**src/rtl/alu16_pkg.sv**
```systemverilog
package alu16_pkg;

  localparam int WORD_W   = 16;
  localparam int NIBBLE_W = 4;
  localparam int PAR_W    = 8;
  localparam int OPC_W    = 3;

  // status word bit positions
  localparam int POS_CF = 0;
  localparam int POS_PF = 2;
  localparam int POS_AF = 4;
  localparam int POS_ZF = 6;
  localparam int POS_SF = 7;
  localparam int POS_TF = 8;
  localparam int POS_IF = 9;
  localparam int POS_DF = 10;
  localparam int POS_OF = 11;

  typedef enum logic [OPC_W-1:0] {
    OPC_ADD = 3'd0,
    OPC_SUB = 3'd1,
    OPC_AND = 3'd2,
    OPC_OR  = 3'd3,
    OPC_XOR = 3'd4
  } aluOpc_e;

  typedef enum logic [1:0] {
    LSEL_AND  = 2'd0,
    LSEL_OR   = 2'd1,
    LSEL_XOR  = 2'd2,
    LSEL_ZERO = 2'd3
  } logicSel_e;

  typedef struct packed {
    logic cf;
    logic pf;
    logic af;
    logic zf;
    logic sf;
    logic of;
  } condFlags_t;

  typedef struct packed {
    logic      doSub;
    logic      doLogic;
    logicSel_e logicSel;
    logic      carryIn;
    logic      condWr;
    logic      dirWr;
    logic      dirVal;
    logic      ieWr;
    logic      ieVal;
    logic      tfWr;
    logic      tfVal;
  } aluStrobe_t;

endpackage

```
**src/rtl/alu16_ctrl.sv**
```systemverilog
module alu16_ctrl
  import alu16_pkg::*;
#(
  parameter int OPC_BITS = OPC_W
) (
  input  logic [OPC_BITS-1:0] opCode,
  input  logic                useCarry,
  input  logic                flagUpdate,
  input  logic                curCarry,
  input  logic                dirSet,
  input  logic                dirClr,
  input  logic                intSet,
  input  logic                intClr,
  input  logic                trapSet,
  input  logic                trapClr,
  output aluStrobe_t          strobe
);

  localparam int NUM_CTRL = 3;

  logic isArith;
  logic isValid;
  logic [NUM_CTRL-1:0] setVec;
  logic [NUM_CTRL-1:0] clrVec;
  logic [NUM_CTRL-1:0] wrVec;
  logic [NUM_CTRL-1:0] valVec;

  assign setVec = {trapSet, intSet, dirSet};
  assign clrVec = {trapClr, intClr, dirClr};

  // one write/value pair per control flag; set has priority over clear
  for (genvar i = 0; i < NUM_CTRL; i++) begin : gCtrlFlag
    assign wrVec[i]  = setVec[i] | clrVec[i];
    assign valVec[i] = setVec[i];
  end

  always_comb begin
    isArith = 1'b0;
    isValid = 1'b1;
    strobe  = '0;
    strobe.logicSel = LSEL_ZERO;
    case (opCode)
      OPC_ADD: begin
        isArith      = 1'b1;
        strobe.doSub = 1'b0;
      end
      OPC_SUB: begin
        isArith      = 1'b1;
        strobe.doSub = 1'b1;
      end
      OPC_AND: begin
        strobe.doLogic  = 1'b1;
        strobe.logicSel = LSEL_AND;
      end
      OPC_OR: begin
        strobe.doLogic  = 1'b1;
        strobe.logicSel = LSEL_OR;
      end
      OPC_XOR: begin
        strobe.doLogic  = 1'b1;
        strobe.logicSel = LSEL_XOR;
      end
      default: begin
        isValid         = 1'b0;
        strobe.doLogic  = 1'b1;
        strobe.logicSel = LSEL_ZERO;
      end
    endcase
    strobe.carryIn = isArith & useCarry & curCarry;
    strobe.condWr  = isValid & flagUpdate;
    strobe.dirWr   = wrVec[0];
    strobe.dirVal  = valVec[0];
    strobe.ieWr    = wrVec[1];
    strobe.ieVal   = valVec[1];
    strobe.tfWr    = wrVec[2];
    strobe.tfVal   = valVec[2];
  end

endmodule

```
**src/rtl/alu16_dp.sv**
```systemverilog
module alu16_dp
  import alu16_pkg::*;
#(
  parameter int W   = WORD_W,
  parameter int NIB = NIBBLE_W,
  parameter int PW  = PAR_W
) (
  input  logic [W-1:0] opA,
  input  logic [W-1:0] opB,
  input  aluStrobe_t   strobe,
  output logic [W-1:0] result,
  output condFlags_t   flagsNext
);

  localparam int LOW_W = W - 1;

  logic [W-1:0]     bEff;
  logic             cIn;
  logic [W:0]       fullSum;
  logic [LOW_W:0]   lowSum;
  logic [NIB:0]     nibSum;
  logic [W-1:0]     logicRes;
  logic             carryOut;
  logic             carryIntoMsb;
  logic             nibCarry;

  // subtraction as a + ~b + ~borrowIn; carries then read as inverted borrows
  assign bEff = strobe.doSub ? ~opB : opB;
  assign cIn  = strobe.doSub ? ~strobe.carryIn : strobe.carryIn;

  assign fullSum = {1'b0, opA} + {1'b0, bEff} + {{W{1'b0}}, cIn};
  assign lowSum  = {1'b0, opA[LOW_W-1:0]} + {1'b0, bEff[LOW_W-1:0]} + {{LOW_W{1'b0}}, cIn};
  assign nibSum  = {1'b0, opA[NIB-1:0]} + {1'b0, bEff[NIB-1:0]} + {{NIB{1'b0}}, cIn};

  assign carryOut     = fullSum[W];
  assign carryIntoMsb = lowSum[LOW_W];
  assign nibCarry     = nibSum[NIB];

  always_comb begin
    unique case (strobe.logicSel)
      LSEL_AND: logicRes = opA & opB;
      LSEL_OR:  logicRes = opA | opB;
      LSEL_XOR: logicRes = opA ^ opB;
      default:  logicRes = '0;
    endcase
  end

  assign result = strobe.doLogic ? logicRes : fullSum[W-1:0];

  always_comb begin
    flagsNext.sf = result[W-1];
    flagsNext.zf = ~|result;
    flagsNext.pf = ~^result[PW-1:0];
    if (strobe.doLogic) begin
      flagsNext.cf = 1'b0;
      flagsNext.af = 1'b0;
      flagsNext.of = 1'b0;
    end else begin
      flagsNext.cf = carryOut ^ strobe.doSub;
      flagsNext.af = nibCarry ^ strobe.doSub;
      flagsNext.of = carryIntoMsb ^ carryOut;
    end
  end

endmodule

```
**src/rtl/alu16_psw.sv**
```systemverilog
module alu16_psw
  import alu16_pkg::*;
#(
  parameter int W = WORD_W
) (
  input  logic         clk,
  input  logic         rstN,
  input  aluStrobe_t   strobe,
  input  condFlags_t   flagsNext,
  output logic         curCarry,
  output logic [W-1:0] statusWord
);

  condFlags_t condQ;
  logic dirQ;
  logic ieQ;
  logic tfQ;

  always_ff @(posedge clk or negedge rstN) begin
    if (!rstN) begin
      condQ <= '0;
    end else if (strobe.condWr) begin
      condQ <= flagsNext;
    end
  end

  always_ff @(posedge clk or negedge rstN) begin
    if (!rstN) begin
      dirQ <= 1'b0;
      ieQ  <= 1'b0;
      tfQ  <= 1'b0;
    end else begin
      if (strobe.dirWr) dirQ <= strobe.dirVal;
      if (strobe.ieWr)  ieQ  <= strobe.ieVal;
      if (strobe.tfWr)  tfQ  <= strobe.tfVal;
    end
  end

  assign curCarry = condQ.cf;

  always_comb begin
    statusWord         = '0;
    statusWord[POS_CF] = condQ.cf;
    statusWord[POS_PF] = condQ.pf;
    statusWord[POS_AF] = condQ.af;
    statusWord[POS_ZF] = condQ.zf;
    statusWord[POS_SF] = condQ.sf;
    statusWord[POS_TF] = tfQ;
    statusWord[POS_IF] = ieQ;
    statusWord[POS_DF] = dirQ;
    statusWord[POS_OF] = condQ.of;
  end

endmodule

```
**src/rtl/alu16_status.sv**
```systemverilog
module alu16_status
  import alu16_pkg::*;
(
  input  logic        clk,
  input  logic        rstN,
  input  logic [15:0] opA,
  input  logic [15:0] opB,
  input  logic [2:0]  opCode,
  input  logic        useCarry,
  input  logic        flagUpdate,
  input  logic        dirSet,
  input  logic        dirClr,
  input  logic        intSet,
  input  logic        intClr,
  input  logic        trapSet,
  input  logic        trapClr,
  output logic [15:0] aluResult,
  output logic [15:0] statusWord
);

  aluStrobe_t strobe;
  condFlags_t flagsNext;
  logic       curCarry;

  alu16_ctrl #(.OPC_BITS(OPC_W)) u_ctrl (
    .opCode    (opCode),
    .useCarry  (useCarry),
    .flagUpdate(flagUpdate),
    .curCarry  (curCarry),
    .dirSet    (dirSet),
    .dirClr    (dirClr),
    .intSet    (intSet),
    .intClr    (intClr),
    .trapSet   (trapSet),
    .trapClr   (trapClr),
    .strobe    (strobe)
  );

  alu16_dp #(.W(WORD_W), .NIB(NIBBLE_W), .PW(PAR_W)) u_dp (
    .opA      (opA),
    .opB      (opB),
    .strobe   (strobe),
    .result   (aluResult),
    .flagsNext(flagsNext)
  );

  alu16_psw #(.W(WORD_W)) u_psw (
    .clk       (clk),
    .rstN      (rstN),
    .strobe    (strobe),
    .flagsNext (flagsNext),
    .curCarry  (curCarry),
    .statusWord(statusWord)
  );

endmodule

```
**config.mk**
```make
export PLATFORM = sky130hd
export DESIGN_NAME = alu16_status
export DESIGN_NICKNAME = d
export VERILOG_FILES = /design/src/rtl/alu16_pkg.sv /design/src/rtl/alu16_ctrl.sv /design/src/rtl/alu16_dp.sv /design/src/rtl/alu16_psw.sv /design/src/rtl/alu16_status.sv
export SDC_FILE = /design/constraint.sdc
export NUM_CORES = 1
export LEC_CHECK = 0
export BUFFER_PORTS_ARGS = -buffer_cell sky130_fd_sc_hd__buf_2
export CAP_MARGIN = 20
export CORE_MARGIN = 2
export CORE_UTILIZATION = 54
export DETAILED_ROUTE_END_ITERATION = 10
export PLACE_DENSITY = 0.82
export SLEW_MARGIN = 5
export SYNTH_ARGS = -nofsm -noshare
export SYNTH_HDL_FRONTEND = slang
export SYNTH_SLANG_ARGS = --single-unit
```
**constraint.sdc**
```tcl
create_clock -name clk -period 4.9 [get_ports clk]
set_input_delay 0.49 -clock clk [delete_from_list [all_inputs] [get_ports clk]]
set_output_delay 0.49 -clock clk [all_outputs]
set_load 0.02 [all_outputs]
```
==> results of run 1 <==
registers in the layout, summed over array words and instances (netlist names):
signal / flops
u_psw.curCarry: 1
u_psw.dirQ: 1
u_psw.ieQ: 1
u_psw.statusWord: 5
u_psw.tfQ: 1
cells by family after synthesis:
group | Yosys count | synth area share, %
compound gates | 92 | 23.0
simple gates | 91 | 16.9
buf+inv | 84 | 14.0
fa+ha+maj | 53 | 24.9
xor+xnor | 30 | 9.66
flops | 9 | 8.28
mux | 8 | 3.04
other cells | 1 | 0.138
power by group:
group | internal [W] | total, W | switching, W
Sequential | 0.0000858 | 0.0000912 | 0.00000538
Clock | 0.0000558 | 0.0000898 | 0.0000340
Combinational | 0.000165 | 0.000411 | 0.000246
per-stage QoR:
| step | util, % | std cells | worst slack (ps) | total power, W |
|---|---|---|---|---|
| after global routing | 64.0 | 488 | 180 | 0.000646 |
| after detailed placement | 63.1 | 484 | 392 | 0.000500 |
| after global placement | 63.1 | 484 | 639 | 0.000490 |
| final | 64.0 | 488 | 617 | 0.000592 |
| after CTS | 64.0 | 488 | 621 | 0.000592 |
| after floorplan | - | 374 | 132 | 0.000401 |
worst max-delay path: cells and delay by family:
| family | cells | cell delay [ps] |
|---|---|---|
| xor gates and xnor gates | 2 | 250 |
| buffers and inverters | 1 | 270 |
| and+or+nand+nor | 8 | 1450 |
| AOI/OAI and AO/OA | 3 | 890 |
| adders and majority gates | 3 | 1090 |
routing by layer:
metal / vias to the layer above / GRT usage (%)
met3: 20 / 3.88
met1: 1223 / 29.7
met5: - / 0
li1: 1356 / -
met2: 88 / 44.0
met4: 0 / 10.9
final cells by class:
cell class | instances | area, sq um | share of cell area (%)
clock inverter | 1 | 5.00 | 0.163
clock buffer | 3 | 41.3 | 1.35
multi-input combinational | 281 | 2130 | 69.7
inverter | 55 | 206 | 6.74
sequential | 9 | 225 | 7.35
timing repair buffer | 72 | 368 | 12.0
tap | 67 | 83.8 | 2.74
worst max-delay path by stage:
| stage | from | endpoint | slack [ps] | cells after the start |
|---|---|---|---|---|
| final | opCode[2] | u_psw.statusWord[6]$_DFFE_PN0P_ | 620 | 17 |
| after global routing | opCode[2] | u_psw.statusWord[6]$_DFFE_PN0P_ | 180 | 18 |
| after CTS | opCode[2] | u_psw.statusWord[6]$_DFFE_PN0P_ | 620 | 18 |
| after detailed placement | opCode[2] | u_psw.statusWord[6]$_DFFE_PN0P_ | 390 | 18 |
| after global placement | opCode[2] | u_psw.statusWord[6]$_DFFE_PN0P_ | 640 | 19 |
| after floorplan | opCode[0] | u_psw.statusWord[6]$_DFFE_PN0P_ | 130 | 19 |
synthesized netlist by cell type, types with 6 or more instances:
| master | number |
|---|---|
| nand2b_1 | 7 |
| buf_4 | 12 |
| a21o_1 | 7 |
| clkbuf_1 | 7 |
| nand2_1 | 18 |
| dfrtp_1 | 9 |
| inv_1 | 55 |
| a21oi_1 | 24 |
| o21ai_0 | 16 |
| nand3_1 | 9 |
| mux2i_1 | 6 |
| ha_1 | 51 |
| xor2_1 | 6 |
| nor2_1 | 29 |
| xnor2_1 | 24 |
| a211oi_1 | 9 |
==> impl_results.md, run 1 <==
- Sequential cell area fraction in the yosys report: slightly above 8%
- Post-CTS sizing: 0
- Die width: around 75 um
- Ys flop type: dfrtp_1
- Worst skew pair latency: 240 ps
- Total of max-cap violations: 0
- Met1 wire length: approximately 2900 um
- DIE HEIGHT: 75.0 um
- Worst r2r src: u_psw.curCarry$_DFFE_PN0P_
- Post-route minimum period: 4280 ps
- Worst path cell trace: buf_2 -> nor2_1 -> and2_1 -> xnor2_1 -> fa_1 -> fa_1 -> a21oi_1 -> nor2b_1 -> nor2_1 -> xnor2_1 -> a221oi_1 -> ha_1 -> nand4_1 -> nor2_1 -> and4bb_1 -> or4b_1 -> o31ai_1
- #FFs+latches synth: 9
- Syn Inst Count: between 300 and 400
- RR Endpoint: u_psw.statusWord[6]$_DFFE_PN0P_
- Core Region: roughly 4800 sq um
- Largest area contributor in the netlist: ha_1
- Routed wl met3: between 300 and 400 um
- Vias in the first global route: 2525
- Die area: about 5600 sq um
- Worst setup SP type: primary input
- Post-synth EDFFs: 0
- Max layer used: met4
- Max FO, Critical Path: 21
- Worst Setup End Kind: flip-flop
- Largest net degree at the start of global routing: 35
- DR vias: 2687
- Total clock buffers created by CTS: 3
- Final hold vios: 0
- Leakage power: 1.63 nW
- Fraction of layout instances using a drive strength above 1: 20.7%
- WL/cell: 13.8 um
- Area delta synth->final: 12.7%
- Starting Density: 56.8%
- Hold Worst Slack: 91.9 ps
- Root buf cell: clkbuf_8
- Worst Path Arrival: 4430 ps
- First DRT Iteration DRCs: 272
- First-pass GRT wire length: 10900 um
- H-tree levels: 1
- Setup Skew: 0.612 ps
- WL final: 6750 um
- Worst-case vdd ir drop: approximately 0.00012 V
- Hold_buf cts: 0
- Initial antenna violation count: 0
- WL met2: 3340 um
- Rel. slew slack: a little over three fifths
- Boundary Pins: 77
- Port Buf Inserts: 69
- Required time worst endpoint: about 5100 ps
- Via density: 5.51
- Residual DRC: 0
- GR Util All Layers: 24.9%
- Mapped Area: ~2700 sq um
- Tcrit/Tclk final: 87.4%
- Synth async-reset ratio: 100%
- Post-route ant nets: 0
- Slowest CP cell: or4b_1
- Synth Area per Inst: 7.39 sq um
- CTS Buffer Depth: 2
- Placed cell areas: 3020 sq um
- Setup TNS: 0 ps
- Yosys warns: 0
- GRT Residual Overflow: 0
- Drt pass-1 iters: 5
- Critical Path Max Stage Delay: 440 ps
- # rows: 25
- HP Class: in -> async
- PwrDens: 193 nW/um^2
- Slew @ Worst Pin: 563 ps
- Routability congestion estimate: about 0.92
- Clock-pin transition on the worst setup and hold timing paths: 50 ps
- Netlist cell types: 57
- Synth area leaders: ha_1 23%, dfrtp_1 8.3%, xnor2_1 7.7%
- Fmax: 233 MHz
- Cell mode on critical path: nor2_1
- Most frequent cells in the layout: 69 x buf_2, 55 x inv_1, 51 x ha_1
- Commonest non-fill, non-tap cell in the layout: buf_2
- Post-CTS Setup Bufs: 0
- RSZ-0062 raised after global routing: no
- Number of fill cells: 437
- DPL Wire Length: ~5500 um
- Worst R2R Setup Slack: 890 ps
- Slew Limit Fails: 0
- Worst r2r path cells: 16
- WS Path Type: in -> reg
- Setup violations, final: 0
- Nets: 520
- Post-route design area: just over 3000 sq um
- Outcome: finished, final reports clean
- Post-synth top area share: 23.5%
- ANT cells: 0
- CTS tree: yes
- Clock net sink count: 9
(Power assumes the default switching activity.)
==> inputs of run 2 (changes only) <==
--- a/config.mk
+++ b/config.mk
@@ -5,6 +5,7 @@
 export SDC_FILE = /design/constraint.sdc
 export NUM_CORES = 1
 export LEC_CHECK = 0
+export ABC_AREA = 1
 export BUFFER_PORTS_ARGS = -buffer_cell sky130_fd_sc_hd__buf_2
 export CAP_MARGIN = 20
 export CORE_MARGIN = 2
==> run 2 against run 1 <==
Against the previous run: sequential power about the same; synthesized cell count up 13%; cell count increased by 12%; first-iteration DRC count fell by 51%; setup slack improved by 370 ps; via count grew 2.0%; flip-flop and latch count unchanged; die area down 0.17%; hold slack barely moved; area after synthesis is 0.18% lower; critical path type is now in -> out; critical endpoint is now aluResult[12].
==> impl_results.md, run 2 <==
- Outcome: finished, final reports clean
- Fmax: 256 MHz (+9.4%)
- Die width: 74.9 um (about the same)
- Synth async-reset ratio: 100% (unchanged)
- RSZ-0062 raised after global routing: no
- Worst setup SP type: primary input
- Met1 Use GR: 31.4% (+1.7 points)
- Commonest non-fill, non-tap cell in the layout: nand2_1
- GR Util All Layers: 24.8% (-0.062 points)
- Post-CTS Setup Bufs: 0 (unchanged)
- Largest register FFs: 5 (unchanged)
- Fraction of layout instances using a drive strength above 1: 22.3% (+1.6 points)
- Worst-case vdd ir drop: 0.0000893 V (-24%)
- Boundary Pins: 77 (unchanged)
- Port Buf Inserts: 69 (unchanged)
- HP Class: in -> async
- Most frequent cells in the layout: 101 x nand2_1, 84 x inv_1, 69 x buf_2
- Largest area contributor in the netlist: ha_1
- Residual DRC: 0 (unchanged)
- Leakage power: 1.94 nW (+19%)
- Largest net degree at the start of global routing: 17 (-51%)
- Hold_buf cts: 0 (unchanged)
- Setup violations, final: 0 (unchanged)
- Starting Density: 56.7% (-0.10 points)
- WL final: 6740 um (-0.13%)
- Post-route minimum period: 3910 ps (-369 ps)
- #FFs+latches synth: 9 (unchanged)
- # rows: 25 (unchanged)
- Slew Limit Fails: 0 (unchanged)
- Post-Route Utilization: 64.4% (+0.42 points)
- Slew @ Worst Pin: 601 ps (+37.6 ps)
- Required time worst endpoint: 4410 ps (-640 ps)
- Placed cells: 543 (+12%)
- Total clock buffers created by CTS: 3 (unchanged)
- GR peak layer: met2
- Die area: 5610 sq um (-0.17%)
- Grt met2 use: 45.1% (+1.2 points)
- Synth area leaders: ha_1 24%, nand2_1 14%, inv_1 12%
- Hold Worst Slack: 92.0 ps (+0.159 ps)
- Via density: 5.01 (-9.0%)
- Synth Area per Inst: 6.51 sq um (-12%)
- Initial antenna violation count: 0 (unchanged)
- Final hold vios: 0 (unchanged)
- CTS tree: yes
- Top-count cell post-synth: nand2_1
- Routability congestion estimate: 0.951 (+2.9%)
- Cell Count, Final, Fillers Out: 547 (+12%)
- CTS Buffer Depth: 2 (unchanged)
- DIE HEIGHT: 74.9 um (about the same)
- Vias in the first global route: 2505 (-0.79%)
- GRT Residual Overflow: 0 (unchanged)
- WS Path Type: in -> out
- Ys flop type: dfrtp_1
- Post-synth top area share: 23.5% (+0.043 points)
- PwrDens: 186 nW/um^2 (-3.6%)
- Drt pass-1 iters: 4 (-1)
- Core Region: 4790 sq um (unchanged)
- Worst skew pair latency: 240 ps (about the same)
- GRT met3 Usage: 2.14% (-1.7 points)
- Worst Path Arrival: 3420 ps (-1010 ps)
- Setup TNS: 0 ps (unchanged)
- Worst slack at placement: 958 ps (+566 ps)
- Netlist cell types: 37 (-35%)
- Post-CTS sizing: 0 (unchanged)
- Area delta synth->final: 13.6%
- Post-route ant nets: 0 (unchanged)
- Nets: 579 (+11%)
- DR vias: 2740 (+2.0%)
- ANT cells: 0 (unchanged)
- Total of max-cap violations: 0 (unchanged)
- Tcrit/Tclk final: 79.9% (-7.5 points)
- Yosys warns: 0 (unchanged)
- Root buf cell: clkbuf_8
- Rel. slew slack: 59.7% (-2.8 points)
- First-pass GRT wire length: 10900 um (-0.26%)
- WL/cell: 12.3 um (-11%)
- Setup Skew: 6.13 ps (+5.52 ps)
- First DRT Iteration DRCs: 134 (-51%)
- Post-synth EDFFs: 0 (unchanged)
- DPL Wire Length: 5620 um (+2.6%)
- Max FO, Critical Path: 16 (-24%)
- H-tree levels: 1 (unchanged)
- Top cells by count, synth: 101 x nand2_1, 84 x inv_1, 51 x ha_1, 30 x nor2_1, 20 x xor2_1
- Clock net sink count: 9 (unchanged)
- Sequential cell area fraction in the yosys report: 8.30% (+0.015 points)
- Worst Setup End Kind: output pin
- Mapped Area: 2710 sq um (-0.18%)
- Syn Inst Count: 417 (+13%)
- Final WS setup: 986 ps (+369 ps)
- Clock-pin transition on the worst setup and hold timing paths: 50 ps (about the same)
## run 2: kinds of logic (layout without fill, tap and decap cells)
kind of cell / after synthesis / in the layout / synth area share (%)
and+or+nand+nor: 181 / 181 / 30.2
other: 1 / 7 / 0.138
muxes: 1 / 1 / 0.415
DFF: 9 / 9 / 8.30
AOI/OAI and AO/OA: 44 / 44 / 11.5
xor gates and xnor gates: 22 / 22 / 7.10
adders and majority gates: 53 / 53 / 25.0
buffers and inverters: 106 / 163 / 17.4
## run 2: worst max-delay path, cell delays in order
cell and delay, ps:
buf_2 130, nor2_2 90, buf_4 240, nand2_1 340, xor2_1 270, fa_1 480, fa_1 430, nand3_1 120
nand3_2 120, nand2_1 100, nand2_1 70, nand2_1 90, nand2_1 60, nand2_1 60, nand3_1 70, nand2_1 90
buf_2 160
## run 2: area by class of cell
type | instances | area, sq um
tap | 67 | 83.8
clock buffer | 4 | 45.0
sequential | 9 | 225
fill | 469 | 1700
multi-input combinational | 308 | 2040
inverter | 88 | 330
timing repair buffer | 71 | 360
## run 2: metrics by stage
stage | power, W | instance area (sq um)
floorplan | 0.000384 | 2740
global placement | 0.000472 | 3040
detailed placement | 0.000482 | 3040
CTS | 0.000575 | 3080
global route | 0.000628 | 3080
finish | 0.000574 | 3080
## run 2: path summary, 6_finish.rpt
path | start | endpoint | slack (ps) | cells past startpoint
setup / recovery | opCode[2] | aluResult[12] | 990 | 17
hold reg to reg | u_psw.statusWord[2]$_DFFE_PN0P_ | u_psw.statusWord[2]$_DFFE_PN0P_ | 480 | 2
setup reg to reg | u_psw.curCarry$_DFFE_PN0P_ | u_psw.statusWord[2]$_DFFE_PN0P_ | 1920 | 15
hold / removal | rstN | u_psw.curCarry$_DFFE_PN0P_ | 90 | 1
min in group clk | trapClr | u_psw.tfQ$_DFFE_PN0P_ | 430 | 2
max in group asynchronous | rstN | u_psw.dirQ$_DFFE_PN0P_ | 4620 | 1
## run 2: where the power goes
group,switching (W),internal [W]
clock network,0.0000327,0.0000570
registers,0.00000565,0.0000858
logic,0.000248,0.000145
total,0.000287,0.000288
## run 2: layer usage
metal / vias to the layer above / part of all wire, %
met3: 11 / 4.2
met5: - / 0
met2: 67 / 50
met4: 0 / 1.6
met1: 1236 / 44
li1: 1426 / -
==> inputs of run 3 (changes only) <==
--- a/config.mk
+++ b/config.mk
@@ -9,9 +9,9 @@
 export BUFFER_PORTS_ARGS = -buffer_cell sky130_fd_sc_hd__buf_2
 export CAP_MARGIN = 20
 export CORE_MARGIN = 2
-export CORE_UTILIZATION = 54
+export CORE_UTILIZATION = 49
 export DETAILED_ROUTE_END_ITERATION = 10
-export PLACE_DENSITY = 0.82
+export PLACE_DENSITY = 0.79
 export SLEW_MARGIN = 5
 export SYNTH_ARGS = -nofsm -noshare
 export SYNTH_HDL_FRONTEND = slang
==> constraint.sdc (replaced) <==
create_clock -name clk -period 3.57 [get_ports clk]
set_input_delay 0.357 -clock clk [delete_from_list [all_inputs] [get_ports clk]]
set_output_delay 0.357 -clock clk [all_outputs]
set_load 0.02 [all_outputs]
==> run 3 against run 2 <==
Against the previous run: clock-buffer cell count unchanged; largest cell class unchanged; sequential share of layout area down 0.056 points; die area up 9.6%; register-to-register slack got worse by 1300 ps; core utilization is 7.3 points lower; non-clock buffer count is 2 higher; cell count increased by 1.3%; combinational power up 37%; final area rose by 0.77%; clock power increased by 29%; highest routed layer unchanged.
==> impl_results.md, run 3 (synthesized netlist as in run 2, its figures left out) <==
- Outcome: finished, final reports clean
- WL/cell: 11.8 um (-4.5%)
- Worst setup SP type: primary input
- Hold Crit Start: trapClr
- Setup violations, final: 0 (unchanged)
- Vias in the first global route: 2484 (-0.84%)
- Area delta synth->final: 14.5%
- Total clock buffers created by CTS: 3 (unchanged)
- Placed cell areas: 3050 sq um (+0.45%)
- Worst Setup End Kind: output pin
- HP Class: in -> reg
- Worst r2r path cells: 15 (unchanged)
- Starting Density: 49.9% (-6.8 points)
- First DRT Iteration DRCs: 152 (+13%)
- Leakage power: 1.95 nW (+0.44%)
- Post-Route Utilization: 57.1% (-7.3 points)
- Routability congestion estimate: 0.873 (-8.2%)
- Slew @ Worst Pin: 567 ps (-33.3 ps)
- # rows: 27 (+8.0%)
- Largest register FFs: 5 (unchanged)
- Fmax: 323 MHz
- Post-route minimum period: 3100 ps
- WHS Path Cells: 2
- Hold EP: u_psw.tfQ$_DFFE_PN0P_
- Commonest non-fill, non-tap cell in the layout: nand2_1
- Rel. slew slack: 61.9% (+2.2 points)
- Boundary Pins: 77 (unchanged)
- Initial antenna violation count: 0 (unchanged)
- Slew Limit Fails: 0 (unchanged)
- Post-CTS Setup Bufs: 0 (unchanged)
- Most frequent cells in the layout: 101 x nand2_1, 84 x inv_1, 69 x buf_2
- Die width: 78.4 um (+4.7%)
- RSZ-0062 raised after global routing: no
- GRT Residual Overflow: 0 (unchanged)
- PwrDens: 251 nW/um^2 (+35%)
- WL final: 6520 um (-3.3%)
- Total of max-cap violations: 0 (unchanged)
- Root buf cell: clkbuf_8
- First-pass GRT wire length: 10700 um (-2.0%)
- Register area: 225 sq um (unchanged)
- DIE HEIGHT: 78.4 um (+4.7%)
- Port Buf Inserts: 69 (unchanged)
- Number of fill cells: 545 (+16%)
- Clock-pin transition on the worst setup and hold timing paths: 40 ps (about the same)
- CTS Buffer Depth: 2 (unchanged)
- Post-route ant nets: 0 (unchanged)
- Worst R2R Setup Slack: 600 ps (-1320 ps)
- Post-route design area: 3110 sq um (+0.77%)
- Fraction of layout instances using a drive strength above 1: 22.4% (+0.11 points)
- Drt pass-1 iters: 4 (unchanged)
- WS Path Type: in -> out
- Required time worst endpoint: 3210 ps (-1200 ps)
- Die area: 6150 sq um (+9.6%)
- Setup TNS: 0 ps (unchanged)
- Clock net sink count: 9 (unchanged)
- Nets: 581 (+0.35%)
- Final hold vios: 0 (unchanged)
- Core Region: 5440 sq um (+14%)
- Worst skew pair latency: 230 ps (about the same)
- DPL Wire Length: 5500 um (-2.2%)
- DR vias: 2692 (-1.8%)
- Setup Skew: 1.81 ps (-4.32 ps)
- Tcrit/Tclk final: 86.8%
- Residual DRC: 0 (unchanged)
- Worst r2r src: u_psw.curCarry$_DFFE_PN0P_
- Worst-case vdd ir drop: 0.000163 V (+83%)
- Largest net degree at the start of global routing: 17 (unchanged)
- H-tree levels: 1 (unchanged)
- Via density: 4.86 (-3.0%)
- ANT cells: 0 (unchanged)
- GR Util All Layers: 20.9% (-4.0 points)
- RR Endpoint: u_psw.statusWord[2]$_DFFE_PN0P_
- CTS tree: yes
- Worst Path Arrival: 2740 ps (-680 ps)
- Multi-input gate area: 2040 sq um (unchanged)
- Max FO, Critical Path: 4 (-12)
-- run 3: cell count changes in the layout (fill, tap and decap cells not counted), sizes merged --
cell,delta
dlygate4sd3,+1
buf,+1
-- run 3: power breakdown --
part           switching, W  internal, W  leakage, nW
Sequential       0.00000772     0.000118        0.111
Combinational      0.000339     0.000199         1.82
Clock             0.0000384    0.0000776       0.0228
Total              0.000385     0.000395         1.95
-- run 3: worst max-delay path by stage --
stage / startpoint / endpoint / slack [ps]
floorplan: opCode[2] / u_psw.statusWord[2]$_DFFE_PN0P_ / 40
global placement: opCode[2] / u_psw.statusWord[6]$_DFFE_PN0P_ / 450
detailed placement: opCode[2] / u_psw.statusWord[2]$_DFFE_PN0P_ / 300
CTS: opCode[2] / aluResult[12] / 500
global route: opCode[2] / u_psw.statusWord[2]$_DFFE_PN0P_ / 270
finish: opCode[2] / aluResult[12] / 470
-- run 3: worst max-delay path, cell delays in order --
cell and delay (ps):
buf_2 130, nor2_2 130, nand2_1 110, xor2_1 180
fa_1 450, fa_1 450, nand3_1 130, nand3_2 100
nand2_1 100, nand2_1 70, nand2_1 100, nand2_1 60
nand2_1 60, nand3_1 60, nand2_1 90, buf_2 170
-- run 3: per-stage QoR --
| step | instances | hold WS (ps) | setup slack, ps | power [W] |
|---|---|---|---|---|
| after floorplan | 423 | 61.4 | 44.6 | 0.000527 |
| after global placement | 549 | 218 | 449 | 0.000647 |
| after detailed placement | 549 | 221 | 304 | 0.000662 |
| after CTS | 554 | 303 | 496 | 0.000782 |
| after global routing | 554 | 311 | 271 | 0.000857 |
| final | 554 | 303 | 470 | 0.000780 |
-- run 3: repair_timing --
item	4_1_cts	5_1_grt
resized for setup	0	0
hold buffers	1	0
endpoints found under the hold margin	9	0
-- run 3: area by class of cell --
cell class | instances | area share [%]
multi-input cells | 308 | 65.6
repair buffers | 73 | 12.2
inverters | 88 | 10.6
flip-flops and latches | 9 | 7.25
well taps | 72 | 2.90
clock buffers | 4 | 1.45
-- run 3: layer usage --
| metal | track usage (%) | share of wire (%) |
|---|---|---|
| met1 | 27.2 | 45 |
| met2 | 39.8 | 50 |
| met3 | 1.03 | 5.1 |
| met4 | 1.05 | 0.23 |
| met5 | 0 | 0 |
